<file path="src/rtl/psd_pkg.sv">
`timescale 1ns/1ps
package psd_pkg;

    typedef enum logic {
        MODE_LO = 1'b0,
        MODE_HI = 1'b1
    } psd_mode_e;

endpackage

</file>
<file path="src/rtl/psd_prescaler.sv">
`timescale 1ns/1ps
module psd_prescaler
    import psd_pkg::*;
#(
    parameter int PRE_MOD = 4,
    parameter bit RST_HI  = 1'b0
) (
    input  logic      clk,
    input  logic      rst,
    input  psd_mode_e next_mode,
    output logic      tick
);

    localparam int CW = $clog2(PRE_MOD + 1);
    localparam logic [CW-1:0] TOP_HI = CW'(PRE_MOD);
    localparam logic [CW-1:0] TOP_LO = CW'(PRE_MOD - 1);
    localparam logic [CW-1:0] TOP_RST = RST_HI ? TOP_HI : TOP_LO;

    typedef struct packed {
        logic [CW-1:0] cnt;
    } pre_state_t;

    pre_state_t s_d, s_q;

    always_comb begin
        s_d  = s_q;
        tick = (s_q.cnt == '0);
        if (tick) begin
            s_d.cnt = (next_mode == MODE_HI) ? TOP_HI : TOP_LO;
        end else begin
            s_d.cnt = s_q.cnt - CW'(1);
        end
    end

    always_ff @(posedge clk) begin
        if (rst) begin
            s_q.cnt <= TOP_RST;
        end else begin
            s_q <= s_d;
        end
    end

endmodule

</file>
<file path="src/rtl/psd_counters.sv">
`timescale 1ns/1ps
module psd_counters
    import psd_pkg::*;
#(
    parameter int A_W   = 4,
    parameter int B_W   = 6,
    parameter int RST_A = 0,
    parameter int RST_B = 1
) (
    input  logic           clk,
    input  logic           rst,
    input  logic           tick,
    input  logic [A_W-1:0] load_a,
    input  logic [B_W-1:0] load_b,
    output psd_mode_e      next_mode,
    output psd_mode_e      cur_mode,
    output logic           reload,
    output logic           pulse
);

    typedef struct packed {
        logic [A_W-1:0] a_cnt;
        logic [B_W-1:0] b_cnt;
        logic           pulse;
    } ctr_state_t;

    ctr_state_t s_d, s_q;

    always_comb begin
        s_d       = s_q;
        reload    = tick && (s_q.b_cnt == B_W'(1));
        s_d.pulse = reload;
        if (reload) begin
            s_d.a_cnt = load_a;
            s_d.b_cnt = load_b;
        end else if (tick) begin
            s_d.b_cnt = s_q.b_cnt - B_W'(1);
            if (s_q.a_cnt != '0) begin
                s_d.a_cnt = s_q.a_cnt - A_W'(1);
            end
        end
        next_mode = (s_d.a_cnt != '0) ? MODE_HI : MODE_LO;
        cur_mode  = (s_q.a_cnt != '0) ? MODE_HI : MODE_LO;
        pulse     = s_q.pulse;
    end

    always_ff @(posedge clk) begin
        if (rst) begin
            s_q.a_cnt <= A_W'(RST_A);
            s_q.b_cnt <= B_W'(RST_B);
            s_q.pulse <= 1'b0;
        end else begin
            s_q <= s_d;
        end
    end

endmodule

</file>
<file path="src/rtl/psd_cfg_guard.sv">
`timescale 1ns/1ps
module psd_cfg_guard #(
    parameter int A_W   = 4,
    parameter int B_W   = 6,
    parameter int RST_A = 0,
    parameter int RST_B = 1
) (
    input  logic           clk,
    input  logic           rst,
    input  logic [A_W-1:0] a_in,
    input  logic [B_W-1:0] b_in,
    input  logic           reload,
    output logic [A_W-1:0] load_a,
    output logic [B_W-1:0] load_b,
    output logic [A_W-1:0] held_a,
    output logic [B_W-1:0] held_b,
    output logic           err
);

    localparam int CW = (A_W > B_W) ? A_W : B_W;

    typedef struct packed {
        logic [A_W-1:0] a;
        logic [B_W-1:0] b;
        logic           err;
    } grd_state_t;

    grd_state_t s_d, s_q;
    logic [CW-1:0] a_ext, b_ext;
    logic          bad;

    always_comb begin
        a_ext  = CW'(a_in);
        b_ext  = CW'(b_in);
        bad    = (b_ext < a_ext) || (b_in == '0);
        load_a = bad ? s_q.a : a_in;
        load_b = bad ? s_q.b : b_in;
        s_d     = s_q;
        s_d.err = bad;
        if (reload && !bad) begin
            s_d.a = a_in;
            s_d.b = b_in;
        end
        held_a = s_q.a;
        held_b = s_q.b;
        err    = s_q.err;
    end

    always_ff @(posedge clk) begin
        if (rst) begin
            s_q.a   <= A_W'(RST_A);
            s_q.b   <= B_W'(RST_B);
            s_q.err <= 1'b0;
        end else begin
            s_q <= s_d;
        end
    end

endmodule

</file>
<file path="src/rtl/pulse_swallow_div.sv">
`timescale 1ns/1ps
module pulse_swallow_div
    import psd_pkg::*;
#(
    parameter int PRE_MOD = 4,
    parameter int A_W     = 4,
    parameter int B_W     = 6,
    parameter int RST_A   = 0,
    parameter int RST_B   = 1
) (
    input  logic           clk,
    input  logic           rst,
    input  logic [A_W-1:0] a_in,
    input  logic [B_W-1:0] b_in,
    output logic           div_pulse,
    output logic           mod_hi,
    output logic           cfg_err
);

    localparam bit RST_HI = (RST_A != 0);

    psd_mode_e      nxt_mode;
    psd_mode_e      cur_mode;
    logic           pre_tick;
    logic           ctr_reload;
    logic           ctr_pulse;
    logic [A_W-1:0] ld_a;
    logic [B_W-1:0] ld_b;
    logic [A_W-1:0] grd_held_a;
    logic [B_W-1:0] grd_held_b;
    logic           grd_err;

    psd_prescaler #(
        .PRE_MOD (PRE_MOD),
        .RST_HI  (RST_HI)
    ) u_pre (
        .clk       (clk),
        .rst       (rst),
        .next_mode (nxt_mode),
        .tick      (pre_tick)
    );

    psd_counters #(
        .A_W   (A_W),
        .B_W   (B_W),
        .RST_A (RST_A),
        .RST_B (RST_B)
    ) u_ctr (
        .clk       (clk),
        .rst       (rst),
        .tick      (pre_tick),
        .load_a    (ld_a),
        .load_b    (ld_b),
        .next_mode (nxt_mode),
        .cur_mode  (cur_mode),
        .reload    (ctr_reload),
        .pulse     (ctr_pulse)
    );

    psd_cfg_guard #(
        .A_W   (A_W),
        .B_W   (B_W),
        .RST_A (RST_A),
        .RST_B (RST_B)
    ) u_grd (
        .clk    (clk),
        .rst    (rst),
        .a_in   (a_in),
        .b_in   (b_in),
        .reload (ctr_reload),
        .load_a (ld_a),
        .load_b (ld_b),
        .held_a (grd_held_a),
        .held_b (grd_held_b),
        .err    (grd_err)
    );

    assign div_pulse = ctr_pulse;
    assign mod_hi    = (cur_mode == MODE_HI);
    assign cfg_err   = grd_err;

endmodule

</file>
<file path="config.mk">
export PLATFORM = sky130hd
export DESIGN_NAME = pulse_swallow_div
export DESIGN_NICKNAME = d
export VERILOG_FILES = /design/src/rtl/psd_pkg.sv /design/src/rtl/psd_prescaler.sv /design/src/rtl/psd_counters.sv /design/src/rtl/psd_cfg_guard.sv /design/src/rtl/pulse_swallow_div.sv
export SDC_FILE = /design/constraint.sdc
export NUM_CORES = 1
export LEC_CHECK = 0
export ABC_AREA = 1
export BUFFER_PORTS_ARGS = -buffer_cell sky130_fd_sc_hd__buf_2
export CORE_AREA = 2 2 52 54
export CTS_BUF_LIST = sky130_fd_sc_hd__clkbuf_2
export CTS_CLUSTER_SIZE = 16
export DETAILED_ROUTE_END_ITERATION = 7
export DIE_AREA = 0 0 54 56
export GPL_TIMING_DRIVEN = 0
export PLACE_DENSITY = 0.81
export RECOVER_POWER = 100
export SETUP_SLACK_MARGIN = 0.02
export SYNTH_ARGS = -nofsm -noshare
export SYNTH_HDL_FRONTEND = slang
export SYNTH_SLANG_ARGS = --single-unit
</file>
<file path="constraint.sdc">
create_clock -name clk -period 2.1 [get_ports clk]
set_input_delay 0.63 -clock clk [delete_from_list [all_inputs] [get_ports clk]]
set_output_delay 0.63 -clock clk [all_outputs]
set_load 0.1 [all_outputs]
</file>
======== After elaboration in Yosys (flattened, before gate mapping) ========
Cells that the tools add are included.
operators by class
  reduce and logical (&&, ||, !) cells .... 9
  eq/ne operators ......................... 1
  $add $sub $neg .......................... 3
  magnitude comparators ................... 1
  muxes and demuxes ....................... 9
operator list
  kind                   count
  $mux W10               2
  $mux W4                2
  $reduce_bool A4 Y1     2
  $eq A6 B1 Y1 const B   1
  $logic_not A6 Y1       1
  $lt A6 B4 Y1           1
  $mux W3                2
  $mux W6                1
  $sub A6 B1 Y6 const B  1
  $sub A4 B1 Y4 const B  1
  $logic_not A3 Y1       1
  $sub A3 B1 Y3 const B  1
  $logic_and A1 B1 Y1    2
  $mux W1                2
  $reduce_bool A2 Y1     1
  $logic_not A1 Y1       1
  $logic_or A1 B1 Y1     1
word-level totals
  register bits ........................... 25
  word-level logic and storage cells ...... 30
  input bits .............................. 12
  output and inout bits ................... 3

======== Logic depth before layout (Yosys ltp) ========
Gate-level depths: netlist (run 1).
  word-level depth ........................ 8
  depth in mapped cells ................... 13

======== By module ========
Synthesis (run 1) repeated with hierarchy kept, for this count alone.
unflattened totals
  cell total of the unflattened synthesis .. 252
  area, all modules ....................... 1716.6 um^2
modules (own cells, without submodules)
  module         instances  area each (um^2)  seq. area each (um^2)  cells an instance
  psd_cfg_guard  1          815.8             220.2                  122
  psd_counters   1          721.9             220.2                  105
  psd_prescaler  1          178.9             60.1                   25

======== Least setup slack after synthesis (run 1) ========
OpenSTA, ideal clock, no wires.
  path type ............................... reg-to-reg
  from .................................... register u_ctr.s_q[7] in the netlist's numbering
  to ...................................... register u_pre.s_q[2] in the netlist's numbering
  setup slack ............................. -0.049 ns
  data arrival time ....................... 2.023 ns
  required time ........................... 1.974 ns
  period minus slack after synthesis ...... 2.149 ns
  setup time .............................. 0.126 ns
  cell stages (with the launch flop) ...... 10
  buffers on the path ..................... 0
  cell sequence ........................... dfxtp_1 > inv_1 > ha_1 > nand3_1 > nor2_1 > nor2_1 > nand3_1 > nand4_1 > nor2_2 > a21oi_2
between the ends
  longest elaborated chain between the ends .. 8
  elaborated cells on any way between the ends .. 9
  classes of those cells .................. 1 x add/sub; 6 x mux; 2 x reduce/logical
ends and longest elaborated chain
  element                                              line                                    source
  from (decl)                                          psd_counters.sv:27                      ctr_state_t s_d, s_q;
  $sub A4 B1 Y4 or $reduce_bool A4 Y1 (tied branches)  psd_counters.sv:39, psd_counters.sv:38
  $mux W4                                              psd_counters.sv:38                      if (s_q.a_cnt != '0) begin
  $mux W10 (*)                                         psd_counters.sv:36                      end else if (tick) begin
  $mux W10 (*)                                         psd_counters.sv:33                      if (reload) begin
  $reduce_bool A4 Y1 (*)                               psd_counters.sv:42                      next_mode = (s_d.a_cnt != '0) ? MODE_HI : MODE_LO;
  $mux W1 (*)                                          psd_counters.sv:42
  $mux W3 (*)                                          psd_prescaler.sv:29                     s_d.cnt = (next_mode == MODE_HI) ? TOP_HI : TOP_LO;
  $mux W3 (*)                                          psd_prescaler.sv:28                     if (tick) begin
  to (decl)                                            psd_prescaler.sv:23                     pre_state_t s_d, s_q;
Every way passes the cells marked *; elsewhere a longest branch is shown, timed or not. The select of a mux whose other input is x is not followed.
A chain may end at the register's enable or synchronous reset.

======== Final worst setup path (run 1) ========
  from .................................... register u_ctr.s_q[8] in the netlist's numbering
  to ...................................... output mod_hi
between the ends
  longest elaborated chain between the ends .. 2
ends and longest elaborated chain
  element             line                     source
  $reduce_bool A4 Y1  psd_counters.sv:43       cur_mode = (s_q.a_cnt != '0) ? MODE_HI : MODE_LO;
  $mux W1             psd_counters.sv:43
  to (decl)           pulse_swallow_div.sv:16  output logic mod_hi,
Every way passes these cells.

==> metrics.md, run 1 <==
| Metric | Value |
|---|---|
| YS warnings | `0` |
| Final Worst Setup Slack | `0.08147 ns` |
| Fin cells | `247` |
| CTS Hold Buffers Added | `0` |
| Place WS | `-0.1349 ns` |
| Ports | `15` |
| Die outline height | `56 um` |
| H-tree level count | `1` |
| CTS buffer count | `3` |
| P_leak | `0.7664 nW` |
| Worst hold path type | `flip-flop to flip-flop` |
| Clock skew | `0.003031 ns` |
| Via density | `5.405` |
| Final Hold Viols | `0` |
| Final total power | `0.001447 W` |
| Syn Inst Count | `200` |
| CTS Sinks | `25` |
| Period Utilization, post-route | `96.12%` |
| Core area | `2432 um2` |
| Worst rel slew slack | `63.74%` |
| GRT overflow | `0` |
| Crit-path max FO | `3` |
| F_max | `495.4 MHz` |
| CTS tree | `built` |
| Max Cap Viol | `0` |
| Starting Density | `58.85%` |
| First-pass GRT wire length | `5023 um` |
| Dpl hpwl | `2417 um` |
| Commonest non-fill, non-tap cell in the layout | `nand2_1` |
| Maximum VDD drop | `0.6823 mV` |
| Status | `complete, no violations` |
| N_diodes | `0` |
| Filler cell count | `217` |
| Synth area leader | `dfxtp_1` |
| Crit path kind | `flip-flop to primary output` |
| Pin count of the biggest net entering global routing | `15` |
| Max Slew Vio Count | `0` |
| Layout cells sized above 1 | `17.05%` |
| Number of remaining DRC errors | `0` |
| Critical Path RT | `1.47 ns` |
| RSZ-0062 raised after global routing | `true` |
| Placed instance count | `243` |
| Fin nets | `238` |
| ANT nets after route | `0` |
| Top post-synthesis cells by area | `dfxtp_1, nand2_1, inv_1, ha_1, a21oi_1` |
| Layout area overhead | `8.916%` |
| Worst-case reg-to-reg path depth | `9` |
| Die W | `54 um` |
| Rows | `18` |
| CP endpoint kind | `primary output` |
| Critical Path Source Type | `flip-flop` |
| Total track usage | `21.96%` |
| Die area | `3024 um2` |
| Final WL | `2995 um` |
| CTS Buffer Depth | `2` |
| Synth cell types | `29` |
| Gp weighted congestion | `0.8247` |
| Worst skew pair latency | `0.35 ns` |
| Fin util | `64.09%` |
| Pwr/cell area | `928.3 nW/um2` |
| Least-Margin Pin Slew | `0.5462 ns` |
| Mean post-synth cell area | `7.157 um2` |
| Yosys top cell area share | `34.97%` |
| DR WL/cell | `12.13 um` |
| Critical Path AT | `1.39 ns` |
| Mapped Area | `1431 um2` |
| PortBufs | `13` |
| Clock transition at path regs | `0.24 ns` |
| Drt pass-1 iters | `4` |
| WHS Path Cells | `2` |
| Most frequent cells in the layout | `nand2_1, inv_1, dfxtp_1` |
| Number of synthesized register bits | `25` |
| Setup-failing EPs final | `0` |
| Min Tclk post-route | `2.019 ns` |
| Mapped Nets | `220` |
| Seq/Total Area, Yosys | `34.97%` |
| Setup_tns | `0 ns` |
| Vias in the first global route | `1,178` |
| CTS Root Cell | `clkbuf_2` |
| Initial antenna violation count | `0` |
| Initial DRC count | `41` |
| Vias | `1,335` |
[path summary, 6_finish.rpt]
check	start	endpoint	slack (ns)
worst min register to register	u_grd.held_b[1]	u_grd.held_b[1]	0.48
worst max-delay path	u_ctr.s_q[8]	mod_hi	0.08
worst min-delay path	u_grd.held_b[1]	u_grd.held_b[1]	0.48
worst max register to register	u_pre.s_q[0]	u_grd.held_a[3]	0.26
[kinds of logic (layout without fill, tap and decap cells)]
logic type / count (synthesis) / after routing / synth area share, %
xor+xnor: 3 / 3 / 1.836
compound gates: 34 / 34 / 14.16
flops: 25 / 25 / 34.97
buf+inv: 36 / 53 / 10.75
fa+ha+maj: 8 / 8 / 6.993
simple gates: 94 / 94 / 31.29
[what timing repair did]
action,4_1_cts,5_1_grt
resized for setup,2,2
buffers inserted,0,0
setup endpoints to repair,1,2
[final cells by class]
| cell class | count | area (um2) | area share (%) |
|---|---|---|---|
| Multi-Input combinational cell | 139 | 774.5 | 49.68 |
| Sequential cell | 25 | 501.7 | 32.18 |
| Inverter | 32 | 120.1 | 7.705 |
| Timing Repair Buffer | 13 | 71.32 | 4.575 |
| Tap cell | 30 | 37.54 | 2.408 |
| Buffer | 4 | 33.78 | 2.167 |
| Clock buffer | 3 | 15.01 | 0.9631 |
| Clock inverter | 1 | 5.005 | 0.3210 |
[state kept, by name, summed over array words and instances (netlist names)]
name,cells
u_ctr.s_q,10
u_grd.held_b,6
u_grd.held_a,4
u_pre.s_q,3
u_ctr.pulse,1
u_grd.err,1
[critical path, cell delays in order (launching register included)]
cell and delay [ns]:
dfxtp_1 0.43, inv_1 0.06, ha_1 0.22, nand3_2 0.11, buf_6 0.23
[metrics by stage]
step / hold WS, ns / area [um2]
final: 0.4785 / 1559
after global routing: 0.4867 / 1559
after CTS: 0.4811 / 1565
after detailed placement: 0.4500 / 1539
after global placement: 0.4382 / 1539
after floorplan: 0.4292 / 1436
[power breakdown]
| part | internal [W] | switching, W |
|---|---|---|
| Clock | 0.0000432 | 0.000150 |
| Combinational | 0.000213 | 0.000447 |
| Sequential | 0.000548 | 0.0000466 |
| Total | 0.000804 | 0.000644 |
[Yosys cell counts]
cell type and count:
inv_1 28, nor2_1 15, a21oi_1 19, a21oi_2 1, nand2_4 2, a21o_1 1
nand4_1 4, nand2_1 47, inv_2 4, ha_1 8, nor2_2 3, o2111ai_1 1
o21ai_0 6, o31ai_1 1, nor2_4 2, nand3_2 1, a31oi_2 1, dfxtp_1 25
o21ai_1 1, buf_6 2, o211ai_1 2, clkbuf_1 1, nand2_2 1, nand3_1 15
o211ai_2 1, nand4_2 2, buf_4 1, xor2_1 3, nor3_1 2
[routing by layer]
layer	vias to the layer above	share of wire [%]	GRT usage [%]
li1	682	-	-
met1	601	44	30.10
met2	50	50	35.71
met3	2	5.9	3.226
met4	0	0.50	5.000
met5	-	0	0
Power figures use the tool's default switching activity.
==> inputs of run 2 (changes only) <==
--- a/config.mk
+++ b/config.mk
@@ -7,13 +7,13 @@
 export LEC_CHECK = 0
 export ABC_AREA = 1
 export BUFFER_PORTS_ARGS = -buffer_cell sky130_fd_sc_hd__buf_2
-export CORE_AREA = 2 2 52 54
+export CORE_AREA = 2 2 64 73
 export CTS_BUF_LIST = sky130_fd_sc_hd__clkbuf_2
 export CTS_CLUSTER_SIZE = 16
 export DETAILED_ROUTE_END_ITERATION = 7
-export DIE_AREA = 0 0 54 56
+export DIE_AREA = 0 0 66 75
 export GPL_TIMING_DRIVEN = 0
-export PLACE_DENSITY = 0.81
+export PLACE_DENSITY = 0.53
 export RECOVER_POWER = 100
 export SETUP_SLACK_MARGIN = 0.02
 export SYNTH_ARGS = -nofsm -noshare
==> run 2 against run 1 <==
Worst setup slack better by 0.045 ns. Sequential share of layout area is 0.75 points lower. Routed wire length is 2.0% higher. Register-to-register slack hardly changed. Clock power is 3% higher.
==> metrics.md, run 2 (synthesized netlist as in run 1, its figures left out) <==
| Metric | Value |
|---|---|
| Status | `complete, no violations` |
| Total track usage | `14.17% (-7.8 points)` |
| Max Slew Vio Count | `0 (unchanged)` |
| Drt pass-1 iters | `4 (unchanged)` |
| Slowest cell on crit path | `dfxtp_2` |
| Die W | `66 um (+22%)` |
| Maximum VDD drop | `0.4351 mV (-36%)` |
| Crit-path max FO | `4 (+1)` |
| Fin util | `38.18% (-26 points)` |
| CTS Root Cell | `clkbuf_2` |
| Least-Margin Pin Slew | `0.5373 ns (-0.008904 ns)` |
| CTS Sinks | `25 (unchanged)` |
| Final WL | `3056 um (+2.0%)` |
| GRT overflow | `0 (unchanged)` |
| CP endpoint kind | `primary output` |
| CTS tree | `built` |
| RSZ-0062 raised after global routing | `false` |
| Via density | `4.680 (-13%)` |
| Core area | `4192 um2 (+72%)` |
| DR WL/cell | `11.24 um (-7.3%)` |
| Commonest non-fill, non-tap cell in the layout | `nand2_1` |
| H-tree level count | `1 (unchanged)` |
| CTS buffer count | `3 (unchanged)` |
| Dpl hpwl | `2369 um (-2.0%)` |
| Critical Path AT | `1.34 ns (-0.05 ns)` |
| Final total power | `0.001448 W (about the same)` |
| Final Worst Setup Slack | `0.1266 ns (+0.04511 ns)` |
| Buf/Inv on CP | `2 (unchanged)` |
| Worst rel slew slack | `64.33% (+0.59 points)` |
| Starting Density | `34.15% (-25 points)` |
| Most frequent cells in the layout | `nand2_1, inv_1, dfxtp_1` |
| Final Hold Viols | `0 (unchanged)` |
| Largest Register | `u_ctr.s_q` |
| Clock skew | `0.01438 ns (+0.01135 ns)` |
| Worst skew pair latency | `0.35 ns (about the same)` |
| Fin nets | `239 (+0.42%)` |
| Max FFs per register | `10 (unchanged)` |
| Pin count of the biggest net entering global routing | `14 (-1)` |
| N_diodes | `0 (unchanged)` |
| Layout cells sized above 1 | `17.89% (+0.84 points)` |
| Rows | `25 (+7)` |
| Worst hold path type | `flip-flop to flip-flop` |
| Area of the multi-input gates | `779.5 um2 (+0.65%)` |
| Setup-failing EPs final | `0 (unchanged)` |
| First-pass GRT wire length | `5492 um (+9.3%)` |
| Die area | `4950 um2 (+64%)` |
| Ports | `15 (unchanged)` |
| CTS Buffer Depth | `2 (unchanged)` |
| Crit path kind | `flip-flop to primary output` |
| CP top delay family | `flip-flops` |
| Initial DRC count | `49 (+20%)` |
| Clock transition at path regs | `0.22 ns (-0.02 ns)` |
| PortBufs | `13 (unchanged)` |
| ANT nets after route | `0 (unchanged)` |
| Die outline height | `75 um (+34%)` |
| P_leak | `0.7726 nW (+0.80%)` |
| Vias in the first global route | `1,213 (+3.0%)` |
| Min Tclk post-route | `1.973 ns (-0.04511 ns)` |
| Place WS | `-0.1252 ns (+0.009639 ns)` |
| Initial antenna violation count | `0 (unchanged)` |
| Period Utilization, post-route | `93.97% (-2.1 points)` |
| Setup slack, reg-to-reg | `0.26 ns (about the same)` |
| Max Cap Viol | `0 (unchanged)` |
| Layout area overhead | `11.80%` |
| Register area | `503.0 um2 (+0.25%)` |
| Number of remaining DRC errors | `0 (unchanged)` |
| F_max | `506.7 MHz (+2.3%)` |
| Vias | `1,273 (-4.6%)` |
| CP peak stage delay | `0.40 ns (-0.03 ns)` |
| Critical Path RT | `1.47 ns (about the same)` |
| Critical Path Source Type | `flip-flop` |
| Gp weighted congestion | `0.7504 (-9.0%)` |
| Filler cell count | `482 (+120%)` |
| CP cell instances | `inv_1, ha_1, nand3_2, buf_8` |
| CTS Hold Buffers Added | `0 (unchanged)` |
| Pwr/cell area | `905.1 nW/um2 (-2.5%)` |
[run 2: changes by cell type in the layout (fill, tap and decap cells not counted), sizes merged]
cell,previous run,this run
clkbuf,6,8
clkinv,1,0
[run 2: path summary, 6_finish.rpt]
| kind | end | from | cells past startpoint |
|---|---|---|---|
| max | mod_hi | u_ctr.s_q[7] | 4 |
| min | u_grd.held_a[1] | u_grd.held_a[1] | 2 |
| max reg2reg | u_pre.s_q[1] | u_pre.s_q[0] | 10 |
| min reg2reg | u_grd.held_a[1] | u_grd.held_a[1] | 2 |
[run 2: through the flow]
step                cells  TNS, ns  hold slack [ns]  instance area (um2)
floorplan             200        0           0.4292                 1436
global placement      267  -0.6488           0.4486                 1569
detailed placement    267  -0.7718           0.4521                 1569
CTS                   271        0           0.4798                 1595
global route          272        0           0.4623                 1600
finish                272        0           0.4795                 1600
[run 2: cell type report]
class	instances	area share [%]
plain buffers	4	1.720
clock buffers	4	1.251
inverters	32	7.506
multi-input cells	139	48.71
flip-flops and latches	25	31.43
well taps	54	4.222
repair buffers	14	5.160
[run 2: power by group]
group	switching [W]	total [W]	internal, W
Sequential	0.0000455	0.000593	0.000548
Clock	0.000147	0.000198	0.0000503
Combinational	0.000436	0.000657	0.000221
Total	0.000629	0.00145	0.000819
[run 2: timing repair]
action | 4_1_cts | 5_1_grt
setup buffers | 0 | 1
endpoints found under the hold margin | 0 | 0
pin swaps | 0 | 0
resized for setup | 2 | 3
endpoints found under the setup margin | 1 | 1
[run 2: routing by layer]
| layer | wire [um] | up-vias | share of wire (%) | global-route usage (%) |
|---|---|---|---|---|
| met5 | 0 | - | 0 | 0 |
| met4 | 39 | 0 | 1.3 | 4.082 |
| met3 | 94 | 4 | 3.1 | 1.943 |
| met2 | 1350 | 16 | 44 | 23.79 |
| met1 | 1571 | 572 | 51 | 19.15 |
| li1 | - | 681 | - | - |
[run 2: tightest hold or removal path, stage by stage, from the launching register on]
cell     delay (ns)
dfxtp_1        0.36
nand2_1        0.06
a21oi_1        0.05
==> inputs of run 3 (changes only) <==
--- a/config.mk
+++ b/config.mk
@@ -14,7 +14,7 @@
 export DIE_AREA = 0 0 66 75
 export GPL_TIMING_DRIVEN = 0
 export PLACE_DENSITY = 0.53
-export RECOVER_POWER = 100
+export RECOVER_POWER = 25
 export SETUP_SLACK_MARGIN = 0.02
 export SYNTH_ARGS = -nofsm -noshare
 export SYNTH_HDL_FRONTEND = slang
==> run 3 against run 2 <==
First-iteration DRC count increased by 2.0%. Routed wire length is essentially flat. Sequential share of layout area is essentially flat. Critical path depth stayed put. Sequential cell count unchanged. Die area unchanged. Critical path type unchanged. Largest power group unchanged. Highest routed layer unchanged.
==> metrics.md, run 3 (synthesized netlist as in run 1, its figures left out) <==
| Metric | Value |
|---|---|
| Status | `complete, no violations` |
| Final Hold Viols | `0 (unchanged)` |
| Final Cell Area | `1603 um2 (+0.16%)` |
| Worst skew pair latency | `0.36 ns (about the same)` |
| Vias in the first global route | `1,213 (unchanged)` |
| ANT nets after route | `0 (unchanged)` |
| Worst hold path type | `input port to flip-flop` |
| FF-to-FF Start | `u_pre.s_q[0]` |
| H-tree level count | `1 (unchanged)` |
| N_diodes | `0 (unchanged)` |
| Core area | `4192 um2 (unchanged)` |
| Initial antenna violation count | `0 (unchanged)` |
| WHS Path Cells | `2 (unchanged)` |
| Max Slew Vio Count | `0 (unchanged)` |
| Ports | `15 (unchanged)` |
| Crit path kind | `flip-flop to primary output` |
| Vias | `1,283 (+0.79%)` |
| Commonest non-fill, non-tap cell in the layout | `nand2_1` |
| Critical Path AT | `1.34 ns (about the same)` |
| P_leak | `0.7745 nW (+0.26%)` |
| Dpl cell area | `1569 um2 (unchanged)` |
| Via density | `4.717 (+0.79%)` |
| CTS Sinks | `25 (unchanged)` |
| Fin nets | `239 (unchanged)` |
| Pin count of the biggest net entering global routing | `14 (unchanged)` |
| Reg2reg end | `u_pre.s_q[1]` |
| Clock transition at path regs | `0.25 ns (+0.03 ns)` |
| Die W | `66 um (unchanged)` |
| Most frequent cells in the layout | `nand2_1, inv_1, dfxtp_1` |
| CTS Root Cell | `clkbuf_2` |
| Layout cells sized above 1 | `19.27% (+1.4 points)` |
| Min Tclk post-route | `1.974 ns (+0.0005900 ns)` |
| Least-Margin Pin Slew | `0.4829 ns (-0.05438 ns)` |
| Maximum VDD drop | `0.4353 mV (about the same)` |
| CTS Hold Buffers Added | `0 (unchanged)` |
| Final WL | `3057 um (about the same)` |
| CTS Buffer Depth | `2 (unchanged)` |
| Largest Register | `u_ctr.s_q` |
| Critical Path Source Type | `flip-flop` |
| Number of remaining DRC errors | `0 (unchanged)` |
| Max FFs per register | `10 (unchanged)` |
| RSZ-0062 raised after global routing | `false` |
| Fin util | `38.24% (+0.060 points)` |
| Drt pass-1 iters | `4 (unchanged)` |
| Worst-case reg-to-reg path depth | `10 (unchanged)` |
| Starting Density | `34.15% (unchanged)` |
| Gp weighted congestion | `0.7504 (unchanged)` |
| Layout area overhead | `11.98%` |
| Dpl hpwl | `2369 um (unchanged)` |
| DR WL/cell | `11.24 um (about the same)` |
| Worst setup path end | `mod_hi` |
| Crit-path max FO | `4 (unchanged)` |
| First-pass GRT wire length | `5492 um (unchanged)` |
| Critical Path RT | `1.47 ns (about the same)` |
| CTS buffer count | `3 (unchanged)` |
| Total track usage | `14.17% (unchanged)` |
| Pwr/cell area | `905.3 nW/um2 (about the same)` |
| Initial DRC count | `50 (+2.0%)` |
| Clock skew | `0.01840 ns (+0.004017 ns)` |
| Critical path startpoint | `u_ctr.s_q[7]` |
| Die area | `4950 um2 (unchanged)` |
| F_max | `506.6 MHz (about the same)` |
| CP endpoint kind | `primary output` |
| PortBufs | `13 (unchanged)` |
| Die outline height | `75 um (unchanged)` |
| Setup-failing EPs final | `0 (unchanged)` |
| Rows | `25 (unchanged)` |
| Max Cap Viol | `0 (unchanged)` |
| GRT overflow | `0 (unchanged)` |
| Worst rel slew slack | `68.03% (+3.7 points)` |
| Period Utilization, post-route | `94.00% (about the same)` |
| Setup slack, reg-to-reg | `0.27 ns (about the same)` |
| Setup_tns | `0 ns (unchanged)` |
| CTS tree | `built` |
[run 3: cell types whose count changed in the layout (fill, tap and decap cells not counted), sizes merged]
cell    delta
buf        +2
clkbuf     -2
[run 3: cell type report]
cell class / count / area [um2]
Buffer: 4 / 27.53
Sequential cell: 25 / 503.0
Tap cell: 54 / 67.56
Multi-Input combinational cell: 139 / 782.0
Clock buffer: 4 / 20.02
Inverter: 32 / 120.1
Fill cell: 481 / 2589
Timing Repair Buffer: 14 / 82.58
[run 3: worst min-delay path by stage]
stage                                from         endpoint  slack (ns)
after floorplan           u_grd.held_b[0]  u_grd.held_b[0]        0.43
after global placement    u_grd.held_b[0]  u_grd.held_b[0]        0.45
after detailed placement  u_grd.held_b[0]  u_grd.held_b[0]        0.45
after CTS                 u_grd.held_b[5]  u_grd.held_b[5]        0.48
after global routing                  rst  u_grd.held_b[1]        0.46
final                                 rst  u_grd.held_b[1]        0.48
[run 3: critical path: stages, from the launching register on]
cell and delay (ns):
dfxtp_2 0.40, inv_1 0.05, ha_1 0.23, nand3_2 0.12, buf_8 0.20
[run 3: through the flow]
stage               setup WS (ns)  total power [W]  std cells  hold WS, ns
finish                     0.1260         0.001451        272       0.4785
global route              0.02312         0.001576        272       0.4623
global placement          -0.1066         0.001236        267       0.4486
CTS                       0.02846         0.001458        271       0.4798
detailed placement        -0.1252         0.001238        267       0.4521
floorplan                  0.1907         0.001115        200       0.4292
[run 3: power by group]
part | internal [W] | switching (W)
logic | 0.000222 | 0.000436
registers | 0.000548 | 0.0000454
clock network | 0.0000503 | 0.000149
total | 0.000820 | 0.000631
[run 3: what timing repair did]
action                                  4_1_cts  5_1_grt
pin swaps                                     0        0
setup buffers                                 0        1
gates resized for setup                       2        3
endpoints found under the setup margin        1        1
[run 3: metal layers]
layer / routed length, um / vias to the layer above / track usage (%)
met2: 1355 / 22 / 23.79
met5: 0 / - / 0
met1: 1538 / 576 / 19.15
met4: 41 / 0 / 4.082
met3: 122 / 4 / 1.943
li1: - / 681 / -
